$ cat config.mk
export PLATFORM = sky130hd
export DESIGN_NAME = tl_ped_crossing
export DESIGN_NICKNAME = d
export VERILOG_FILES = /design/src/rtl/tl_pkg.sv /design/src/rtl/tl_next_state.sv /design/src/rtl/tl_lamp_decode.sv /design/src/rtl/tl_ped_crossing.sv
export SDC_FILE = /design/constraint.sdc
export NUM_CORES = 1
export LEC_CHECK = 0
export CAP_MARGIN = 40
export CORE_AREA = 2 2 39 41
export CTS_BUF_LIST = sky130_fd_sc_hd__clkbuf_4 sky130_fd_sc_hd__clkbuf_8
export DETAILED_ROUTE_END_ITERATION = 12
export DIE_AREA = 0 0 41 43
export DONT_BUFFER_PORTS = 1
export PLACE_DENSITY = 0.46
export SKIP_CTS_REPAIR_TIMING = 1
export SLEW_MARGIN = 30
export SYNTH_ARGS = -nofsm -noshare
export SYNTH_HDL_FRONTEND = slang
export SYNTH_HIERARCHICAL = 1
export SYNTH_SLANG_ARGS = --single-unit
$ cat constraint.sdc
create_clock -name clk -period 1.7 [get_ports clk]
set_input_delay 0.085 -clock clk [delete_from_list [all_inputs] [get_ports clk]]
set_output_delay 0.085 -clock clk [all_outputs]
set_load 0.01 [all_outputs]
$ cat src/rtl/tl_pkg.sv
package tl_pkg;
  localparam int STATE_W = 3;
  localparam int LAMP_W  = 5;

  typedef enum logic [STATE_W-1:0] {
    ST_DARK  = 3'b000,
    ST_WALK0 = 3'b001,
    ST_WALK1 = 3'b010,
    ST_WALK2 = 3'b011,
    ST_GO0   = 3'b100,
    ST_GO1   = 3'b101,
    ST_WARN  = 3'b110,
    ST_BAD   = 3'b111
  } phase_e;

  // bit 4 car red, 3 car yellow, 2 car green, 1 ped red, 0 ped green
  localparam logic [LAMP_W-1:0] LAMP_OFF   = 5'b00000;
  localparam logic [LAMP_W-1:0] LAMP_WALK  = 5'b10001;
  localparam logic [LAMP_W-1:0] LAMP_DRIVE = 5'b00110;
  localparam logic [LAMP_W-1:0] LAMP_AMBER = 5'b01010;
endpackage

$ cat src/rtl/tl_next_state.sv
module tl_next_state
  import tl_pkg::*;
(
  input  phase_e cur_i,
  output phase_e nxt_o
);
  always_comb begin
    case (cur_i)
      ST_DARK:  nxt_o = ST_WALK0;
      ST_WALK0: nxt_o = ST_WALK1;
      ST_WALK1: nxt_o = ST_WALK2;
      ST_WALK2: nxt_o = ST_GO0;
      ST_GO0:   nxt_o = ST_GO1;
      ST_GO1:   nxt_o = ST_WARN;
      ST_WARN:  nxt_o = ST_WALK0;   // wrap skips the dark state
      default:  nxt_o = ST_DARK;    // unused code recovers
    endcase
  end
endmodule

$ cat src/rtl/tl_lamp_decode.sv
module tl_lamp_decode
  import tl_pkg::*;
(
  input  phase_e             phase_i,
  output logic [LAMP_W-1:0]  lamps_o
);
  always_comb begin
    case (phase_i)
      ST_WALK0, ST_WALK1, ST_WALK2: lamps_o = LAMP_WALK;
      ST_GO0, ST_GO1:               lamps_o = LAMP_DRIVE;
      ST_WARN:                      lamps_o = LAMP_AMBER;
      default:                      lamps_o = LAMP_OFF;
    endcase
  end
endmodule

$ cat src/rtl/tl_ped_crossing.sv
module tl_ped_crossing
  import tl_pkg::*;
#(
  parameter bit STEP_GATED = 1'b1
) (
  input  logic               clk,
  input  logic               rst,
  input  logic               step_en,
  output logic [LAMP_W-1:0]  lamps_o,
  output logic [STATE_W-1:0] phase_o
);
  phase_e              state_q;
  phase_e              state_nxt;
  phase_e              state_d;
  logic                advance;
  logic [LAMP_W-1:0]   lamp_d;
  logic [LAMP_W-1:0]   lamp_q;

  generate
    if (STEP_GATED) begin : g_gated
      assign advance = step_en;
    end else begin : g_free
      logic unused_step;
      assign unused_step = step_en;
      assign advance     = 1'b1;
    end
  endgenerate

  tl_next_state u_next (
    .cur_i (state_q),
    .nxt_o (state_nxt)
  );

  // recovery from the unused code does not wait for a step
  assign state_d = (advance || state_q == ST_BAD) ? state_nxt : state_q;

  // lamps decoded from the value entering the register so they stay aligned
  tl_lamp_decode u_dec (
    .phase_i (state_d),
    .lamps_o (lamp_d)
  );

  always_ff @(posedge clk) begin
    if (rst) begin
      state_q <= ST_DARK;
      lamp_q  <= LAMP_OFF;
    end else begin
      state_q <= state_d;
      lamp_q  <= lamp_d;
    end
  end

  assign lamps_o = lamp_q;
  assign phase_o = state_q;
endmodule

==> metrics, run 1 <==
die width=41 um; Fin Setup TNS=0 ns; Internal=around 0.32 mW; combinational power share=16.2%; placed insts=50; ant diodes=0; RePlAce Congestion=0.726; CTS tree=done; Setup crit start kind=flop; starting density of the core=26.7%; most frequent cells in the layout=dfxtp_1 (8), nor2b_1 (6); Worst-Margin Slew=0.351 ns; peak fanout along the critical path=8; skew final=a little under 0.008 ns; CP max-delay cell=dfxtp_1; final WL=705 um; final hold vios=0; ANT nets after route=0; largest net degree at the start of global routing=10; Max VDD drop=291 uV; DR WL/cell=~13 um; number of global-route vias before repair=257; Synth Area in Adders=0%; Reg area=160 um^2; clock share of power=between 30% and 40%; Skew-Pair Late Insertion Delay=~0.25 ns; first-pass GRT wire length=approximately 1100 um; initial antenna violation count=0; Max Cap Violations=0; status=finished clean; Via density=between 5 and 6; post-layout min period=between 1 and 1.5 ns; Synth Register Bits=8; Nets=44; Die Y=between 40 and 50 um; CP max stage delay=0.41 ns; Cell Pwr Density=1010 mW/mm^2; Psw=between 0.1 and 0.15 mW; Sw Ratio=25.5%; complex-gate fraction of the synthesized area=30.5%; die area=approximately 0.0018 mm^2; cts bufs inserted=3; clk sinks=8; worst path required time=around 1.8 ns; xor-xnor portion of the synthesized cell area=0%; unrepaired setup endpoints after global routing=no; Area Overhead vs Synth=15.9%; most common cell after layout, fill and taps aside=dfxtp_1; mapped cell area=~370 um^2; clk buf depth=2; cell count after synthesis=34; area of the multi-input gates=approximately 180 um^2; Worst Path Arrival=1.62 ns; Slew HR=76.6%; main combinational cell family by area after synthesis=compound AO/OA/AOI/OAI gates; io pins=11; cell family with most CP delay=simple AND/OR/NAND/NOR gates; Avg Inst Size Synth=roughly 11 um^2; filler instances=155; via count=roughly 280; First-pass DRT Iterations=6; I/O Buffers=0; Rows=14; DRT iter0 DRCs=7; final-report setup violation count=0; Seq/Total Area, Yosys=a little over two fifths; distinct cell type count after synthesis=15; Simple-Gate Fraction of Synth Area=16.3%; WS Path Type=reg2reg; worst path bufs/invs=0; Max Clock Freq=around 670 MHz; area of the core=0.00138 mm^2; Final Max Tran Viols=0; Total Power=roughly 0.43 mW; share of cells above drive strength 1=33.3%; Reg clk slew, reported paths=about 0.060 ns; # DRC=0; All-Layer GR Usage=9.84%; fin crit share=around 87%; clock root buffer=clkbuf_4; P_leak=~0.16 nW; Seq pwr share=about half; H-tree Lvls=1; grt total ovfl=0; Cell Count, Final, Fillers Out=55; worst hold path type=in2reg; crit path capture type=flop; worst-path cell chain=or3b_1 > o21ai_0 > o22a_2 > a21boi_0 > nor2b_1; share of synthesized area spent on multiplexers=2.71%; Synth warnings=6; Mapped Nets=37
[layer usage]
| layer | global-route usage [%] | share of wire (%) | up-vias |
|---|---|---|---|
| met2 | 14.1 | 52 | 7 |
| met3 | 3.66 | 5.2 | 2 |
| met4 | 10.0 | 2.0 | 0 |
| met5 | 0 | 0 | - |
| met1 | 9.97 | 41 | 135 |
| li1 | - | - | 137 |
[metrics by stage]
step / hold WS (ns) / cell area, um^2 / setup WS [ns] / utilization (%)
after global placement: 0.159 / 385 / 0.272 / 27.8
after CTS: -0.116 / 408 / 0.224 / 29.5
after detailed placement: 0.159 / 385 / 0.236 / 27.8
after floorplan: 0.157 / 369 / 0.194 / -
final: 0.0389 / 428 / 0.216 / 30.9
after global routing: 0.0304 / 428 / 0.0553 / 30.9
[final cells by class]
class / instances / area share (%)
multi-input combinational: 22 / 42.7
sequential: 8 / 37.4
timing repair buffer: 4 / 8.19
clock buffer: 3 / 5.26
tap: 16 / 4.68
inverter: 2 / 1.75
[flip-flops by register name, indices dropped and copies added, names as in the netlist]
name and count:
lamps_o 5, phase_o 3
[worst register-to-register path: stages, from the launching register on]
cell	delay, ns
dfxtp_1	0.41
or3b_1	0.40
o21ai_0	0.11
o22a_2	0.22
a21boi_0	0.09
nor2b_1	0.13
[power groups by stage]
stage	registers, mW	clock network, mW	logic (mW)
5_1_grt	0.221	0.169	0.0770
6_report	0.219	0.143	0.0701
4_1_cts	0.219	0.153	0.0641
3_3_place_gp	0.222	0	0.0631
3_5_place_dp	0.223	0	0.0637
2_1_floorplan	0.227	0	0.0541
[path summary, 6_finish.rpt]
check	startpoint	endpoint	slack [ns]	depth (start not counted)
max	phase_o[0]$_SDFF_PP0_	lamps_o[1]$_SDFF_PP0_	0.22	5
min reg2reg	phase_o[2]$_SDFF_PP0_	phase_o[2]$_SDFF_PP0_	0.64	1
min	rst	phase_o[1]$_SDFF_PP0_	0.04	2
max reg2reg	phase_o[0]$_SDFF_PP0_	lamps_o[1]$_SDFF_PP0_	0.22	5
[cells in the mapped netlist]
| master | count | area, um^2 |
|---|---|---|
| dfxtp_1 | 8 | 160 |
| nor2b_1 | 6 | 37.5 |
| a21oi_2 | 3 | 26.3 |
| o221a_1 | 3 | 33.8 |
| o22a_2 | 3 | 30.0 |
| inv_1 | 2 | 7.51 |
| a21boi_0 | 1 | 7.51 |
| and3b_2 | 1 | 10.0 |
| buf_4 | 1 | 7.51 |
| buf_6 | 1 | 11.3 |
| mux2i_1 | 1 | 10.0 |
| nand2_1 | 1 | 3.75 |
| o21ai_0 | 1 | 5.00 |
| o21ba_2 | 1 | 10.0 |
| or3b_1 | 1 | 8.76 |
[kinds of logic (layout without fill, tap and decap cells)]
kind of cell / after synthesis / count (layout)
AND/OR/NAND/NOR: 9 / 9
buffers and inverters: 4 / 9
multiplexers: 1 / 1
AO/OA/AOI/OAI: 12 / 12
flip-flops: 8 / 8
Power figures use the tool's default switching activity.
==> run 2, diff against run 1 <==
- clock period: 1.7 -> 1.6 ns (I/O delays scaled with it)
==> metrics, run 2 (synthesis gave the netlist of run 1 again) <==
clk buf depth=2; clock root buffer=clkbuf_4; filler instances=146; largest net degree at the start of global routing=10; # DRC=0; most frequent cells in the layout=dfxtp_1 (8), nor2b_1 (6); clk sinks=8; starting density of the core=between 20% and 30%; Fin Setup TNS=0 ns; I/O Buffers=0; WS Path Type=reg2reg; DRT iter0 DRCs=1; final WL=605 um; Setup crit start kind=flop; grt total ovfl=0; RePlAce Congestion=between 0.8 and 0.9; Largest register FFs=5; io pins=11; Cell Count, Final, Fillers Out=55; Max Cap Violations=0; share of cells above drive strength 1=35.9%; crit path capture type=flop; Final Max Tran Viols=0; number of global-route vias before repair=roughly 220; CTS tree=done; ANT nets after route=0; final hold vios=0; flop2flop setup slack=0.12 ns; unrepaired setup endpoints after global routing=no; worst hold path type=in2reg; Skew-Pair Late Insertion Delay=0.25 ns; die area=about 0.0018 mm^2; Rows=14; Via density=4.65; initial antenna violation count=0; placed insts=just over 50; Die Y=approximately 43 um; DR WL/cell=~11 um; All-Layer GR Usage=approximately 8%; post-route cell area=between 400 and 500 um^2; cts bufs inserted=3; Max VDD drop=326 uV; most common cell after layout, fill and taps aside=dfxtp_1; worst path required time=1.77 ns; peak fanout along the critical path=8; Worst-Margin Slew=0.287 ns; skew final=~0.0096 ns; ant diodes=0; Cell Pwr Density=between 1000 and 1500 mW/mm^2; fin crit share=between 90 and 100%; Worst Path Arrival=approximately 1.7 ns; Final Util=between 30% and 40%; Cell Area, Placed=393 um^2; area of the core=between 0.001 and 0.0015 mm^2; First-pass DRT Iterations=3; H-tree Lvls=1; Area Overhead vs Synth=15.3%; detailed placement HPWL=487 um; Reg clk slew, reported paths=~0.050 ns; status=finished clean; post-layout min period=between 1 and 1.5 ns; final-report setup violation count=0; first-pass GRT wire length=slightly above 900 um; Final WS setup=0.122 ns; Slew HR=just over 80%; P_leak=0.164 nW; Nets=44; via count=256; Max Clock Freq=677 MHz; die width=just over 40 um; Setup WS pre-CTS=about 0.15 ns
## run 2: changes by cell type in the layout (fill, tap and decap cells not counted), sizes merged
| cell | before | now |
|---|---|---|
| buf | 2 | 3 |
| dlygate4sd3 | 2 | 1 |
## run 2: layout make-up
class / count / area [um^2] / share of cell area (%)
inverter: 2 / 7.51 / 1.76
clock buffer: 3 / 22.5 / 5.29
tap: 16 / 20.0 / 4.71
sequential: 8 / 160 / 37.6
multi-input combinational: 22 / 183 / 42.9
timing repair buffer: 4 / 32.5 / 7.65
## run 2: metrics by stage
step                      power (mW)  hold WS [ns]
final                          0.451        0.0239
after global routing           0.483        0.0164
after global placement         0.307         0.156
after detailed placement       0.308         0.154
after floorplan                0.298         0.152
after CTS                      0.457        -0.110
## run 2: worst paths after layout
| check | depth (start not counted) | startpoint | endpoint |
|---|---|---|---|
| worst max register to register | 5 | phase_o[0]$_SDFF_PP0_ | lamps_o[3]$_SDFF_PP0_ |
| worst max-delay path | 5 | phase_o[0]$_SDFF_PP0_ | lamps_o[3]$_SDFF_PP0_ |
| worst min-delay path | 1 | step_en | phase_o[0]$_SDFF_PP0_ |
| worst min register to register | 2 | phase_o[1]$_SDFF_PP0_ | phase_o[1]$_SDFF_PP0_ |
## run 2: power by group
part | leakage [nW] | switching, mW | internal (mW)
Sequential | 0.0661 | 0.0143 | 0.215
Combinational | 0.0840 | 0.0355 | 0.0418
Clock | 0.0138 | 0.0591 | 0.0852
## run 2: critical path: stages, from the launching register on
cell and delay (ns):
dfxtp_1 0.39, or3b_1 0.39, o21ai_0 0.11, o22a_2 0.22, and3b_2 0.17, nor2b_1 0.12
## run 2: routing by layer
layer | vias to the layer above | wire length (um) | global-route usage [%] | share of wire [%]
met1 | 117 | 260 | 10.3 | 43
met2 | 5 | 322 | 10.6 | 53
met4 | 0 | 0 | 6.00 | 0
met3 | 0 | 21 | 3.14 | 3.5
li1 | 134 | - | - | -
met5 | - | 0 | 0 | 0
==> run 3, diff against run 2 <==
- CORE_AREA: 2 2 39 41 -> 5 5 42 44
- DIE_AREA: 0 0 41 43 -> 0 0 47 49
- clock period: 1.6 -> 1.8 ns (I/O delays scaled with it)
==> metrics, run 3 (synthesis gave the netlist of run 1 again) <==
CP max stage delay=around 0.52 ns; status=finished clean; flop2flop setup slack=~0.3 ns; grt total ovfl=0; All-Layer GR Usage=a little under 7%; Setup WS pre-CTS=0.331 ns; DR WL/cell=13.0 um; First-pass DRT Iterations=3; clock share of power=34.5%; worst reg-to-reg path cell count=5; Internal=roughly 0.30 mW; filler instances=approximately 160; fin crit share=roughly 83%; cts bufs inserted=3; most frequent cells in the layout=dfxtp_1 (8), nor2b_1 (6); Slew HR=between 70% and 80%; Nets=43; ANT nets after route=0; worst r2r src=phase_o[0]$_SDFF_PP0_; Final WS setup=0.306 ns; clk sinks=8; die area=around 0.0023 mm^2; Hold Crit Endpoint=phase_o[1]$_SDFF_PP0_; Area Overhead vs Synth=13.2%; I/O Buffers=0; ant diodes=0; H-tree Lvls=1; Cell Pwr Density=between 900 and 1000 mW/mm^2; unrepaired setup endpoints after global routing=no; Max VDD drop=397 uV; Worst-Margin Slew=0.343 ns; Seq pwr share=roughly half; io pins=11; worst-path cell chain=or3b_1 > o21ai_0 > o22a_2 > o21ba_2 > nor2b_1; P_leak=0.159 nW; post-layout min period=between 1 and 1.5 ns; share of cells above drive strength 1=roughly 34%; clk buf depth=2; Reg clk slew, reported paths=roughly 0.060 ns; worst path required time=1.94 ns; Largest register FFs=5; initial antenna violation count=0; first-pass GRT wire length=roughly 1100 um; Sw Ratio=between 20% and 30%; RePlAce Congestion=0.652; worst hold path type=in2reg; number of global-route vias before repair=roughly 260; Max Clock Freq=about 670 MHz; Psw=between 0.1 and 0.15 mW; DRT iter0 DRCs=4; peak fanout along the critical path=8; Worst Path Arrival=1.63 ns; crit path capture type=flop; die width=between 40 and 50 um; Skew-Pair Late Insertion Delay=approximately 0.26 ns; clock root buffer=clkbuf_4; final-report setup violation count=0; WS Path Type=reg2reg; Max Cap Violations=0; Worst Hold Path Cells=1; Rows=14; most common cell after layout, fill and taps aside=dfxtp_1; area of the core=around 0.0014 mm^2; worst path bufs/invs=0; Die Y=a little under 50 um; final WL=~700 um; cell family with most CP delay=compound AO/OA/AOI/OAI gates; Crit. path cell count=5; Final Max Tran Viols=0; combinational power share=15.4%; placed insts=50; starting density of the core=between 20% and 30%; worst hold start=step_en; CTS tree=done; largest net degree at the start of global routing=10; Cell Count, Final, Fillers Out=54; Via density=roughly 4.9; via count=267; Setup crit start kind=flop; final hold vios=0; skew final=~0.013 ns; CP max-delay cell=dfxtp_1; Fin Setup TNS=0 ns; # DRC=0; RR Endpoint=lamps_o[4]$_SDFF_PP0_
==> run 3: cell types whose count changed in the layout (fill, tap and decap cells not counted) <==
cell,change
buf_4,-1
==> run 3: area by class of cell <==
class | instances | area, um^2 | share of cell area, %
well taps | 16 | 20.0 | 4.79
multi-input cells | 22 | 183 | 43.7
repair buffers | 3 | 25.0 | 5.99
clock buffers | 3 | 22.5 | 5.39
flip-flops and latches | 8 | 160 | 38.3
inverters | 2 | 7.51 | 1.80
==> run 3: per-stage QoR <==
| step | total power, mW | area (um^2) | utilization [%] | hold slack [ns] |
|---|---|---|---|---|
| global placement | 0.269 | 385 | 27.5 | 0.163 |
| CTS | 0.418 | 408 | 29.1 | -0.123 |
| global route | 0.436 | 418 | 29.8 | 0.00746 |
| finish | 0.412 | 418 | 29.8 | 0.00496 |
| floorplan | 0.265 | 369 | - | 0.162 |
| detailed placement | 0.271 | 385 | 27.5 | 0.164 |
==> run 3: power by group through the flow <==
| stage | combinational, mW | clock (mW) | sequential [mW] |
|---|---|---|---|
| 2_1_floorplan | 0.0511 | 0 | 0.214 |
| 3_3_place_gp | 0.0588 | 0 | 0.210 |
| 3_5_place_dp | 0.0606 | 0 | 0.211 |
| 4_1_cts | 0.0612 | 0.150 | 0.207 |
| 5_1_grt | 0.0702 | 0.158 | 0.208 |
| 6_report | 0.0637 | 0.142 | 0.206 |
==> run 3: per-layer routing <==
metal  vias to the layer above  part of all wire, %  GRT usage (%)
met5                         -                    0              0
met4                         0                  1.7           4.15
li1                        130                    -              -
met2                        16                   42           8.37
met3                         2                   15           7.38
met1                       119                   41           6.87
==> run 3: worst max-delay path by stage <==
stage               slack, ns               endpoint                  start
floorplan                0.29  lamps_o[4]$_SDFF_PP0_  phase_o[1]$_SDFF_PP0_
global placement         0.36  lamps_o[3]$_SDFF_PP0_  phase_o[0]$_SDFF_PP0_
detailed placement       0.33  lamps_o[3]$_SDFF_PP0_  phase_o[0]$_SDFF_PP0_
CTS                      0.31  lamps_o[3]$_SDFF_PP0_  phase_o[0]$_SDFF_PP0_
global route             0.19  lamps_o[1]$_SDFF_PP0_  phase_o[0]$_SDFF_PP0_
finish                   0.31  lamps_o[4]$_SDFF_PP0_  phase_o[0]$_SDFF_PP0_
